`config.mk`:
```
export PLATFORM = sky130hd
export DESIGN_NAME = cwf_refill_ctrl
export DESIGN_NICKNAME = d
export VERILOG_FILES = /design/src/rtl/cwf_refill_pkg.sv /design/src/rtl/cwf_beat_seq.sv /design/src/rtl/cwf_line_buf.sv /design/src/rtl/cwf_refill_ctrl.sv
export SDC_FILE = /design/constraint.sdc
export NUM_CORES = 1
export LEC_CHECK = 0
export BUFFER_PORTS_ARGS = -buffer_cell sky130_fd_sc_hd__buf_2
export CELL_PAD_IN_SITES_DETAIL_PLACEMENT = 1
export CELL_PAD_IN_SITES_GLOBAL_PLACEMENT = 1
export CORE_MARGIN = 3
export CORE_UTILIZATION = 45
export DETAILED_ROUTE_END_ITERATION = 8
export PLACE_DENSITY_LB_ADDON = 0.1
export SLEW_MARGIN = 20
export SYNTH_ARGS = -nofsm -noshare
export SYNTH_HDL_FRONTEND = slang
export SYNTH_HIERARCHICAL = 1
export SYNTH_SLANG_ARGS = --single-unit
```
`constraint.sdc`:
```
create_clock -name clk -period 7.5 [get_ports clk]
set_input_delay 1.125 -clock clk [delete_from_list [all_inputs] [get_ports clk]]
set_output_delay 1.125 -clock clk [all_outputs]
set_load 0.01 [all_outputs]
```
`src/rtl/cwf_refill_pkg.sv`:
```
package cwf_refill_pkg;

    // Controller phases of one block refill
    typedef enum logic [1:0] {
        ST_IDLE  = 2'd0,
        ST_REQ   = 2'd1,
        ST_FILL  = 2'd2,
        ST_CLOSE = 2'd3
    } fill_state_e;

endpackage

```
`src/rtl/cwf_beat_seq.sv`:
```
// Tracks the word index carried by each beat of a burst and the beat count.
module cwf_beat_seq #(
    parameter int WORDS = 8
) (
    input  logic                     clk,
    input  logic                     rst_n,
    input  logic                     load,
    input  logic [$clog2(WORDS)-1:0] start_off,
    input  logic                     step,
    output logic [$clog2(WORDS)-1:0] off,
    output logic                     is_last
);
    localparam int OFF_W = $clog2(WORDS);
    localparam logic [OFF_W-1:0] LAST_OFF = OFF_W'(WORDS - 1);

    typedef struct packed {
        logic [OFF_W-1:0] off;
        logic [OFF_W-1:0] cnt;
    } seq_t;

    seq_t seq_d, seq_q;

    always_comb begin
        seq_d = seq_q;
        if (load) begin
            seq_d.off = start_off;
            seq_d.cnt = '0;
        end else if (step) begin
            seq_d.off = (seq_q.off == LAST_OFF) ? '0 : seq_q.off + 1'b1;
            seq_d.cnt = seq_q.cnt + 1'b1;
        end
    end

    always_ff @(posedge clk or negedge rst_n) begin
        if (!rst_n) seq_q <= '0;
        else        seq_q <= seq_d;
    end

    assign off     = seq_q.off;
    assign is_last = (seq_q.cnt == LAST_OFF);


    wrap_to_zero_chk: assert property (@(posedge clk) disable iff (!rst_n)
        (step && !load && off == LAST_OFF) |=> (off == '0));


    start_load_chk: assert property (@(posedge clk) disable iff (!rst_n)
        load |=> (off == $past(start_off)));

endmodule

```
`src/rtl/cwf_line_buf.sv`:
```
// Shadow copy of the line being filled, with a per-word arrival mask.
module cwf_line_buf #(
    parameter int WORDS  = 8,
    parameter int DATA_W = 32
) (
    input  logic                     clk,
    input  logic                     rst_n,
    input  logic                     clear,
    input  logic                     wr_en,
    input  logic [$clog2(WORDS)-1:0] wr_idx,
    input  logic [DATA_W-1:0]        wr_data,
    input  logic [$clog2(WORDS)-1:0] rd_idx,
    output logic [DATA_W-1:0]        rd_data,
    output logic                     rd_present
);
    typedef struct packed {
        logic [WORDS-1:0]             mask;
        logic [WORDS-1:0][DATA_W-1:0] words;
    } buf_t;

    buf_t buf_d, buf_q;

    always_comb begin
        buf_d = buf_q;
        if (clear) begin
            buf_d.mask = '0;
        end
        if (wr_en) begin
            buf_d.mask[wr_idx]  = 1'b1;
            buf_d.words[wr_idx] = wr_data;
        end
    end

    always_ff @(posedge clk or negedge rst_n) begin
        if (!rst_n) buf_q <= '0;
        else        buf_q <= buf_d;
    end

    assign rd_data    = buf_q.words[rd_idx];
    assign rd_present = buf_q.mask[rd_idx];


    word_marked_chk: assert property (@(posedge clk) disable iff (!rst_n)
        wr_en |=> buf_q.mask[$past(wr_idx)]);


    mask_cleared_chk: assert property (@(posedge clk) disable iff (!rst_n)
        (clear && !wr_en) |=> (buf_q.mask == '0));

endmodule

```
`src/rtl/cwf_refill_ctrl.sv`:
```
module cwf_refill_ctrl
    import cwf_refill_pkg::*;
#(
    parameter int ADDR_W = 32,
    parameter int DATA_W = 32,
    parameter int WORDS  = 8
) (
    input  logic                                                clk,
    input  logic                                                rst_n,
    input  logic                                                wrap_mode,
    input  logic                                                miss_valid,
    input  logic [ADDR_W-1:0]                                   miss_addr,
    output logic                                                miss_ready,
    output logic                                                mem_req_valid,
    output logic [ADDR_W-1:0]                                   mem_req_addr,
    input  logic                                                mem_req_ready,
    input  logic                                                mem_beat_valid,
    input  logic [DATA_W-1:0]                                   mem_beat_data,
    output logic                                                line_we,
    output logic [ADDR_W-$clog2(WORDS)-$clog2(DATA_W/8)-1:0]    line_blk,
    output logic [$clog2(WORDS)-1:0]                            line_idx,
    output logic [DATA_W-1:0]                                   line_wdata,
    output logic                                                line_valid,
    output logic                                                cpu_restart,
    output logic [DATA_W-1:0]                                   cpu_rdata,
    input  logic                                                acc_valid,
    input  logic [ADDR_W-1:0]                                   acc_addr,
    output logic                                                acc_ack,
    output logic                                                acc_stall,
    output logic [DATA_W-1:0]                                   acc_rdata
);
    localparam int BYTE_W = $clog2(DATA_W / 8);
    localparam int OFF_W  = $clog2(WORDS);
    localparam int BLK_W  = ADDR_W - OFF_W - BYTE_W;

    typedef struct packed {
        fill_state_e      state;
        logic [BLK_W-1:0] blk;
        logic [OFF_W-1:0] crit;
        logic [OFF_W-1:0] start;
        logic             we;
        logic [OFF_W-1:0] widx;
        logic [DATA_W-1:0] wdata;
        logic             restart;
        logic [DATA_W-1:0] rdata;
        logic             valid;
    } ctl_t;

    ctl_t ctl_d, ctl_q;

    logic              seq_load, seq_step, seq_last;
    logic [OFF_W-1:0]  seq_off;
    logic              buf_clear, buf_we, buf_present;
    logic [DATA_W-1:0] buf_rdata;
    logic              acc_in_fill;
    logic              unused_byte_bits;

    assign unused_byte_bits = ^{miss_addr[BYTE_W-1:0], acc_addr[BYTE_W-1:0]};

    cwf_beat_seq #(.WORDS(WORDS)) u_seq (
        .clk       (clk),
        .rst_n     (rst_n),
        .load      (seq_load),
        .start_off (ctl_q.start),
        .step      (seq_step),
        .off       (seq_off),
        .is_last   (seq_last)
    );

    cwf_line_buf #(.WORDS(WORDS), .DATA_W(DATA_W)) u_buf (
        .clk        (clk),
        .rst_n      (rst_n),
        .clear      (buf_clear),
        .wr_en      (buf_we),
        .wr_idx     (seq_off),
        .wr_data    (mem_beat_data),
        .rd_idx     (acc_addr[BYTE_W +: OFF_W]),
        .rd_data    (buf_rdata),
        .rd_present (buf_present)
    );

    always_comb begin
        ctl_d         = ctl_q;
        ctl_d.we      = 1'b0;
        ctl_d.restart = 1'b0;
        ctl_d.valid   = 1'b0;
        seq_load      = 1'b0;
        seq_step      = 1'b0;
        buf_clear     = 1'b0;
        buf_we        = 1'b0;
        unique case (ctl_q.state)
            ST_IDLE: begin
                if (miss_valid) begin
                    ctl_d.blk   = miss_addr[ADDR_W-1 -: BLK_W];
                    ctl_d.crit  = miss_addr[BYTE_W +: OFF_W];
                    ctl_d.start = wrap_mode ? miss_addr[BYTE_W +: OFF_W] : '0;
                    ctl_d.state = ST_REQ;
                    buf_clear   = 1'b1;
                end
            end
            ST_REQ: begin
                if (mem_req_ready) begin
                    seq_load    = 1'b1;
                    ctl_d.state = ST_FILL;
                end
            end
            ST_FILL: begin
                if (mem_beat_valid) begin
                    buf_we      = 1'b1;
                    seq_step    = 1'b1;
                    ctl_d.we    = 1'b1;
                    ctl_d.widx  = seq_off;
                    ctl_d.wdata = mem_beat_data;
                    if (seq_off == ctl_q.crit) begin
                        ctl_d.restart = 1'b1;
                        ctl_d.rdata   = mem_beat_data;
                    end
                    if (seq_last) begin
                        ctl_d.state = ST_CLOSE;
                    end
                end
            end
            ST_CLOSE: begin
                ctl_d.valid = 1'b1;
                ctl_d.state = ST_IDLE;
            end
            default: ctl_d.state = ST_IDLE;
        endcase
    end

    always_ff @(posedge clk or negedge rst_n) begin
        if (!rst_n) ctl_q <= '0;
        else        ctl_q <= ctl_d;
    end

    assign miss_ready    = (ctl_q.state == ST_IDLE);
    assign mem_req_valid = (ctl_q.state == ST_REQ);
    assign mem_req_addr  = {ctl_q.blk, ctl_q.start, {BYTE_W{1'b0}}};

    assign line_we     = ctl_q.we;
    assign line_blk    = ctl_q.blk;
    assign line_idx    = ctl_q.widx;
    assign line_wdata  = ctl_q.wdata;
    assign line_valid  = ctl_q.valid;
    assign cpu_restart = ctl_q.restart;
    assign cpu_rdata   = ctl_q.rdata;

    assign acc_in_fill = acc_valid && (ctl_q.state != ST_IDLE)
                         && (acc_addr[ADDR_W-1 -: BLK_W] == ctl_q.blk);
    assign acc_ack     = acc_in_fill && buf_present;
    assign acc_stall   = acc_in_fill && !buf_present;
    assign acc_rdata   = buf_rdata;


    restart_on_crit_chk: assert property (@(posedge clk) disable iff (!rst_n)
        cpu_restart |-> (line_we && line_idx == ctl_q.crit && cpu_rdata == line_wdata));


    valid_after_last_chk: assert property (@(posedge clk) disable iff (!rst_n)
        line_valid |-> ($past(line_we) && !line_we));


    req_from_accept_chk: assert property (@(posedge clk) disable iff (!rst_n)
        $rose(mem_req_valid) |-> $past(miss_valid && miss_ready));


    req_hold_chk: assert property (@(posedge clk) disable iff (!rst_n)
        (mem_req_valid && !mem_req_ready) |=> (mem_req_valid && $stable(mem_req_addr)));


    ack_stall_excl_chk: assert property (@(posedge clk) disable iff (!rst_n)
        !(acc_ack && acc_stall));

endmodule

```
==> impl_metrics.csv, run 1 <==
group,metric,value,unit
outcome,outcome,"completed",
grt,antenna_found_initial,1,
floorplan,core.rowCount,71,
grt,grt_pass1_vias,10600,
logic_synthesis,synth-seq-cells,375,
layout,regArea,9380,sq um
layout,layout.nets,1380,
timing,min_period,4.49,ns
logic_synthesis,yosys_warnings,6,
timing,rsz0062_at_grt,"false",
placed_design,io_buffer_count,261,
clocking,clk_pin_slew,0.05,ns
worst_setup_path,crit_required,6.38,ns
worst_setup_path,reg2reg_depth,8,
worst_hold_path,hold_path.class,"reg -> reg",
floorplan,die_w,203,microns
power,power.leakage,9.51,nW
floorplan,design.core.area,37900,sq um
floorplan,fp.dieArea,41100,sq um
layout,diodes,0,
grt,grt_max_degree,162,
power,peakVddDrop,0.198,mV
worst_setup_path,r2r_slack,3.77,ns
logic_synthesis,netlist_instances,1129,
clocking,clk_path_buf_depth,3,
worst_setup_path,worstPathMaxFanout,51,
worst_setup_path,critPathLaunchType,"input port",
clocking,cts-buffers-inserted,42,
detailed_routing,drt-total-wl,39200,microns
detailed_routing,routedWlPerCell,21.6,microns
layout,layout-drive-gt1-share,0.520,
power,power.density,391,nW/um^2
floorplan,pin_count,268,
timing,fin_crit_sh,0.599,
power,power,7.66,mW
logic_synthesis,syn_area,17400,sq um
timing,fin_tns_setup,0,ns
logic_synthesis,ys.flop_type,"dfrtp_1",
timing,fin_skew,0.0149,ns
worst_setup_path,crit_type,"in -> out",
clocking,tritoncts,"yes",
run,cap_violations,0,
placed_design,dpl.hpwl,24100,microns
timing,slew_headroom,0.318,
clocking,ctsRootBufferMaster,"clkbuf_16",
clocking,insertion_delay,0.56,ns
detailed_routing,drc,0,
clocking,clkSinkCount,375,
logic_synthesis,yosysSeqAreaShare,0.539,
logic_synthesis,synthArstFlopShare,1.00,
logic_synthesis,synth_edf_count,0,
detailed_routing,drt_iter0_drc,320,
layout,multi_input_area,6700,sq um
placed_design,routabilityCongestion,0.762,
worst_setup_path,cp-end-kind,"primary output",
grt,grt_pass1_wl,61900,microns
timing,drv_slew,0,
grt,grtUsageTotal,0.192,
worst_setup_path,arrival,3.37,ns
detailed_routing,vias,9618,
detailed_routing,firstDrtPassIters,4,
worst_hold_path,worstHoldPathCells,1,
timing,worstMarginPinSlew,1.02,ns
logic_synthesis,yosysMostFrequentCell,"dfrtp_1",
timing,max_clock_freq,223,MHz
detailed_routing,postRouteAntennaNets,0,
clocking,cts_hold_buf,0,
timing,final-hold-violation-count,0,
logic_synthesis,synth_area_leader_cell,"dfrtp_1",
floorplan,die-height,203,microns
logic_synthesis,netlist_top_cells_area,"dfrtp_1 54%, mux2_2 17%, mux2_1 7.8%",
timing,holdWs,0.475,ns
logic_synthesis,synth_commonest_cells,"375 x dfrtp_1, 266 x mux2_2, 141 x buf_4",
floorplan,start_util,0.459,
timing,timing.final.setup_violations,0,
worst_setup_path,rr_startpoint,"ctl_q[103]",
layout,nFillCells,3695,
clocking,cts_setup_buffers,0,
clocking,htreeDepth,2,
grt,gr-total-overflow,0,
clocking,cts.repair.resized,0,
layout,syn2layout_area_growth,12.4,%
logic_synthesis,synth_top_area_share,0.539,
logic_synthesis,avgSynthCellArea,15.4,sq um
logic_synthesis,ys_types,34,
detailed_routing,vias_per_cell,5.31,
[cell type report]
| class | instances | area share |
|---|---|---|
| well taps | 511 | 0.0327 |
| multi-input cells | 555 | 0.342 |
| inverters | 11 | 0.00211 |
| clock buffers | 66 | 0.0634 |
| flip-flops and latches | 375 | 0.479 |
| clock inverters | 9 | 0.00326 |
| repair buffers | 284 | 0.0769 |
[layer usage]
metal / track usage / vias to the layer above / wire, microns
li1: - / 4235 / -
met1: 0.265 / 5105 / 17900
met2: 0.317 / 211 / 18700
met3: 0.0388 / 65 / 1880
met4: 0.0450 / 2 / 719
met5: 0 / - / 13
[per-stage QoR]
step / worst slack, ns / utilization / instance area (sq um) / std cells
after floorplan: 3.70 / - / 17400 / 1130
after detailed placement: 2.96 / 0.482 / 18300 / 1736
after CTS: 2.96 / 0.516 / 19600 / 1811
after global routing: 2.87 / 0.516 / 19600 / 1811
after global placement: 2.98 / 0.482 / 18300 / 1736
final: 3.01 / 0.516 / 19600 / 1811
[worst max-delay path by stage]
stage                startpoint       endpoint  slack (ns)
finish              acc_addr[4]      acc_stall        3.01
global route        acc_addr[4]      acc_stall        2.87
CTS                 acc_addr[4]      acc_stall        2.96
detailed placement  acc_addr[4]      acc_stall        2.96
global placement    acc_addr[2]  acc_rdata[31]        2.98
floorplan           acc_addr[4]      acc_stall        3.70
[layout by cell type, fill, tap and decap left out, types with 5 or more instances in the layout]
| cell type | instances |
|---|---|
| mux4_1 | 7 |
| ha_1 | 8 |
| buf_4 | 24 |
| mux2_1 | 120 |
| nand2_1 | 12 |
| clkbuf_1 | 14 |
| clkbuf_8 | 10 |
| xnor2_1 | 5 |
| nor4_1 | 8 |
| o21ai_0 | 10 |
| clkbuf_16 | 42 |
| buf_2 | 258 |
| mux4_2 | 59 |
| inv_1 | 11 |
| mux2_2 | 266 |
| clkinv_2 | 6 |
| dfrtp_1 | 375 |
| xor2_1 | 26 |
[cells by family after synthesis]
kind of cell	share of synthesized area
flops	0.539
xor+xnor	0.0156
mux	0.339
simple gates	0.0156
buf+inv	0.0793
compound gates	0.00618
other cells	0.000215
fa+ha+maj	0.00575
[worst max-delay path, cell delays in order]
cell	delay, ns
buf_4	0.66
buf_4	0.40
mux4_2	0.34
mux2_2	0.33
nor4_1	0.29
buf_2	0.20
[power breakdown]
| part | internal [mW] | switching (mW) |
|---|---|---|
| clock | 1.14 | 0.812 |
| combinational | 1.33 | 0.986 |
| sequential | 2.90 | 0.494 |
| total | 5.37 | 2.29 |
No activity file was read; power rests on OpenSTA's default activity.
==> run 2: changes to the inputs <==
--- a/config.mk
+++ b/config.mk
@@ -9,7 +9,7 @@
 export CELL_PAD_IN_SITES_DETAIL_PLACEMENT = 1
 export CELL_PAD_IN_SITES_GLOBAL_PLACEMENT = 1
 export CORE_MARGIN = 3
-export CORE_UTILIZATION = 45
+export CORE_UTILIZATION = 43
 export DETAILED_ROUTE_END_ITERATION = 8
 export PLACE_DENSITY_LB_ADDON = 0.1
 export SLEW_MARGIN = 20
==> constraint.sdc (replaced) <==
create_clock -name clk -period 3.9 [get_ports clk]
set_input_delay 0.585 -clock clk [delete_from_list [all_inputs] [get_ports clk]]
set_output_delay 0.585 -clock clk [all_outputs]
set_load 0.01 [all_outputs]
==> impl_metrics.csv, run 2 (synthesis gave the netlist of run 1 again) <==
group,metric,value,unit
grt,grt_pass1_vias,10600,
clocking,htreeDepth,2,
layout,syn2layout_area_growth,13.9,%
floorplan,pin_count,268,
timing,fin_crit_sh,0.791,
clocking,tritoncts,"yes",
placed_design,dpl.hpwl,25000,microns
layout,final_cell_mix,"375 x dfrtp_1, 266 x mux2_2, 258 x buf_2",
worst_setup_path,cp_slowest_cell,"dfrtp_1",
worst_setup_path,worstPathMaxFanout,5,
worst_hold_path,hold_path.class,"in -> async",
timing,max_clock_freq,324,MHz
grt,grt_max_degree,106,
layout,postLayoutCellArea,19800,sq um
worst_setup_path,worst_path_most_repeated_cell,"nor4_1",
floorplan,die_w,207,microns
grt,use_met3,0.0414,
clocking,ctsRootBufferMaster,"clkbuf_16",
outcome,outcome,"completed",
worst_setup_path,crit_chain,"inv_1, ha_1, nand2b_1, nor4_1, nand4_1, nor4_1, buf_2",
detailed_routing,postRouteAntennaNets,0,
worst_setup_path,max_stage_delay,0.40,ns
power,power.leakage,9.63,nW
layout,layout.nets,1389,
detailed_routing,routedWlPerCell,21.7,microns
detailed_routing,drt_iter0_drc,239,
placed_design,routabilityCongestion,0.723,
clocking,cts.repair.resized,0,
floorplan,die-height,207,microns
grt,grt_pass1_wl,62600,microns
layout,diodes,0,
grt,antenna_found_initial,2,
clocking,clk_pin_slew,0.06,ns
detailed_routing,drc,0,
timing,timing.final.setup_violations,0,
detailed_routing,vias_per_cell,5.25,
detailed_routing,firstDrtPassIters,4,
clocking,clkSinkCount,375,
floorplan,start_util,0.436,
timing,fin_skew,0.0148,ns
worst_setup_path,critPathLaunchType,"register",
detailed_routing,drt-total-wl,39700,microns
worst_setup_path,crit_type,"reg -> out",
grt,use_met2,0.303,
clocking,cts_hold_buf,0,
floorplan,core.rowCount,73,
clocking,clk_path_buf_depth,3,
power,peakVddDrop,0.389,mV
layout,nFillCells,3888,
timing,slew_headroom,0.420,
timing,holdWs,0.0685,ns
worst_setup_path,cp_top_family,"simple AND/OR/NAND/NOR gates",
grt,gr-total-overflow,0,
timing,worstMarginPinSlew,0.870,ns
layout,mostFrequentLayoutCell,"dfrtp_1",
timing,final-hold-violation-count,0,
floorplan,fp.dieArea,43000,sq um
timing,rsz0062_at_grt,"false",
clocking,insertion_delay,0.55,ns
power,power.density,756,nW/um^2
grt,gr-usage-met1,0.254,
clocking,cts-buffers-inserted,44,
placed_design,io_buffer_count,261,
worst_setup_path,crit_required,3.31,ns
worst_setup_path,cp-end-kind,"primary output",
placed_design,post_dp_cell_area,18400,sq um
timing,fin_tns_setup,0,ns
clocking,cts_setup_buffers,0,
timing,drv_slew,0,
detailed_routing,vias,9608,
timing,min_period,3.08,ns
run,cap_violations,0,
layout,layout-drive-gt1-share,0.524,
floorplan,design.core.area,39900,sq um
worst_setup_path,arrival,2.50,ns
grt,grtUsageTotal,0.185,
worst_setup_path,critPathBufInv,2,
grt,top_usage_layer,"met2",
-- run 2: final timing paths --
check / start / to / slack, ns / cells after the start
setup / recovery: ctl_q[103] / acc_ack / 0.82 / 7
hold / removal: rst_n / line_wdata[14] / 0.07 / 1
setup reg to reg: ctl_q[103] / register / 1.12 / 7
hold reg to reg: u_buf/buf_q[256] / u_buf/buf_q[256] / 0.47 / 1
max in group asynchronous: rst_n / async pin / 2.87 / 2
min in group clk: miss_addr[21] / line_blk[16] / 0.26 / 2
-- run 2: metal layers --
layer | vias to the layer above | wire (microns)
met5 | - | 20
met4 | 2 | 559
met3 | 42 | 2070
met2 | 225 | 19100
met1 | 5086 | 17900
li1 | 4253 | -
-- run 2: report_power, final --
group / internal, mW / switching (mW)
registers: 5.58 / 0.938
logic: 2.58 / 1.90
clock network: 2.44 / 1.55
total: 10.6 / 4.39
-- run 2: stage by stage --
| step | setup slack [ns] | utilization | instances | total power [mW] |
|---|---|---|---|---|
| 2_1_floorplan | 1.18 | - | 1130 | 10.3 |
| 3_3_place_gp | 0.959 | 0.462 | 1757 | 11.0 |
| 3_5_place_dp | 0.918 | 0.462 | 1757 | 11.2 |
| 4_1_cts | 0.735 | 0.497 | 1831 | 15.3 |
| 5_1_grt | 0.576 | 0.497 | 1831 | 16.0 |
| 6_report | 0.816 | 0.497 | 1831 | 15.0 |
-- run 2: area by class of cell --
type	instances	area, sq um	share of cell area
well taps	525	657	0.0331
repair buffers	291	1650	0.0830
clock buffers	68	1320	0.0667
inverters	11	41.3	0.00208
flip-flops and latches	375	9380	0.473
multi-input cells	555	6700	0.338
clock inverters	6	80.1	0.00404
==> run 3: changes to the inputs <==
--- a/config.mk
+++ b/config.mk
@@ -9,7 +9,7 @@
 export CELL_PAD_IN_SITES_DETAIL_PLACEMENT = 1
 export CELL_PAD_IN_SITES_GLOBAL_PLACEMENT = 1
 export CORE_MARGIN = 3
-export CORE_UTILIZATION = 43
+export CORE_UTILIZATION = 45
 export DETAILED_ROUTE_END_ITERATION = 8
 export PLACE_DENSITY_LB_ADDON = 0.1
 export SLEW_MARGIN = 20
==> constraint.sdc (replaced) <==
create_clock -name clk -period 2.9 [get_ports clk]
set_input_delay 0.435 -clock clk [delete_from_list [all_inputs] [get_ports clk]]
set_output_delay 0.435 -clock clk [all_outputs]
set_load 0.01 [all_outputs]
==> impl_metrics.csv, run 3 (synthesis gave the netlist of run 1 again) <==
group,metric,value,unit
placed_design,routabilityCongestion,0.775,
grt,grtUsageTotal,0.196,
worst_setup_path,cp_slowest_cell,"dfrtp_1",
grt,antenna_found_initial,2,
timing,final-hold-violation-count,0,
run,cap_violations,0,
timing,worstMarginPinSlew,0.636,ns
timing,slew_headroom,0.576,
clocking,insertion_delay,0.54,ns
timing,drv_slew,0,
clocking,cts-buffers-inserted,41,
clocking,htreeDepth,2,
grt,gr-total-overflow,0,
layout,diodes,0,
timing,max_clock_freq,378,MHz
grt,grt_max_degree,77,
detailed_routing,drt_iter0_drc,325,
worst_setup_path,crit_required,2.47,ns
timing,holdWs,0.128,ns
layout,final_cell_mix,"375 x dfrtp_1, 266 x mux2_2, 258 x buf_2",
worst_setup_path,cp-end-kind,"primary output",
floorplan,pin_count,268,
floorplan,core.rowCount,71,
worst_hold_path,hold_path.class,"in -> reg",
worst_setup_path,crit_chain,"inv_1, ha_2, nand2b_1, nor4_2, nand4_1, nor4_2, buf_2",
worst_setup_path,worstPathMaxFanout,5,
layout,syn2layout_area_growth,14.9,%
detailed_routing,firstDrtPassIters,4,
power,combPwrFrac,0.298,
detailed_routing,vias_per_cell,5.32,
power,power.density,1030,nW/um^2
power,internal_power,14.5,mW
power,power.leakage,9.71,nW
floorplan,die_w,203,microns
placed_design,pre_cts_slack,0.313,ns
placed_design,io_buffer_count,261,
floorplan,fp.dieArea,41100,sq um
worst_setup_path,max_stage_delay,0.37,ns
detailed_routing,drt-total-wl,40000,microns
layout,layout.nets,1395,
clocking,ctsRootBufferMaster,"clkbuf_16",
detailed_routing,drc,0,
power,p_clk_frac,0.274,
layout,layout-drive-gt1-share,0.532,
floorplan,design.core.area,37900,sq um
timing,min_period,2.65,ns
clocking,tritoncts,"yes",
worst_setup_path,critPathLaunchType,"register",
power,p_sw_frac,0.292,
worst_setup_path,arrival,2.21,ns
worst_setup_path,worst_path_most_repeated_cell,"nor4_2",
detailed_routing,postRouteAntennaNets,0,
clocking,clk_path_buf_depth,3,
timing,worst_slack,0.254,ns
power,peakVddDrop,0.513,mV
placed_design,dpl.hpwl,25300,microns
timing,timing.final.setup_violations,0,
timing,fin_skew,0.00824,ns
grt,grt_pass1_wl,63400,microns
detailed_routing,routedWlPerCell,21.9,microns
floorplan,start_util,0.459,
power,seqPwrFrac,0.428,
timing,rsz0062_at_grt,"false",
clocking,clk_pin_slew,0.06,ns
worst_setup_path,crit_type,"reg -> out",
timing,fin_crit_sh,0.912,
outcome,outcome,"completed",
layout,mostFrequentLayoutCell,"dfrtp_1",
clocking,clkSinkCount,375,
floorplan,die-height,203,microns
detailed_routing,vias,9713,
grt,grt_pass1_vias,10600,
timing,fin_tns_setup,0,ns
power,p_sw,6.00,mW
## run 3: changes by cell type in the layout (fill, tap and decap cells not counted), sizes merged
cell         previous run  this run
buf                   291       299
clkbuf                 68        66
inv                    11        12
dlygate4sd3             0         1
bufinv                  2         5
clkinv                  4         3
## run 3: area by class of cell
type,instances,area [sq um]
Fill cell,3675,17900
Sequential cell,375,9380
Multi-Input combinational cell,555,6720
Timing Repair Buffer,300,1750
Clock buffer,66,1300
Tap cell,511,639
Clock inverter,9,174
Inverter,11,41.3
## run 3: final timing paths
path	start	depth (start not counted)	end	slack [ns]
worst max-delay path	ctl_q[104]	7	acc_ack	0.25
max in group asynchronous	rst_n	4	u_buf/buf_q[261]	1.56
worst min-delay path	miss_addr[24]	2	line_blk[19]	0.13
min in group asynchronous	rst_n	2	async pin	0.44
worst max register to register	ctl_q[103]	7	register	0.54
worst min register to register	u_buf/buf_q[256]	1	u_buf/buf_q[256]	0.48
## run 3: power by group through the flow
| stage | registers [mW] | logic [mW] | clock network [mW] |
|---|---|---|---|
| final | 8.79 | 6.12 | 5.62 |
| after global routing | 9.10 | 6.68 | 6.06 |
| after CTS | 8.81 | 6.24 | 5.81 |
| after detailed placement | 8.88 | 6.19 | 0 |
| after global placement | 8.76 | 6.02 | 0 |
| after floorplan | 8.40 | 5.42 | 0 |
## run 3: per-layer routing
metal | global-route usage | part of all wire | up-vias
met2 | 0.321 | 0.48 | 218
met3 | 0.0426 | 0.050 | 47
met5 | 0 | 0.00055 | -
li1 | - | - | 4253
met4 | 0.0371 | 0.015 | 4
met1 | 0.274 | 0.45 | 5191
## run 3: worst max-delay path: cells and delay by family (launching register included)
family        cells  cell delay, ns
simple gates      4            0.83
fa+ha+maj         1            0.21
buf+inv           2            0.28
flops             1            0.37
## run 3: what timing repair did
| item | 4_1_cts | 5_1_grt |
|---|---|---|
| hold buffers | 1 | 0 |
| pin swaps | 1 | 3 |
| gates resized for setup | 1 | 3 |
| buffers inserted | 1 | 0 |
| setup endpoints to repair | 2 | 2 |
| endpoints found under the hold margin | 61 | 0 |
## run 3: metrics by stage
stage	util	instance area [sq um]	std cells	power, mW
floorplan	-	17400	1130	13.8
CTS	0.527	20000	1827	20.9
detailed placement	0.488	18500	1750	15.1
finish	0.528	20000	1827	20.5
global placement	0.488	18500	1750	14.8
global route	0.528	20000	1827	21.8
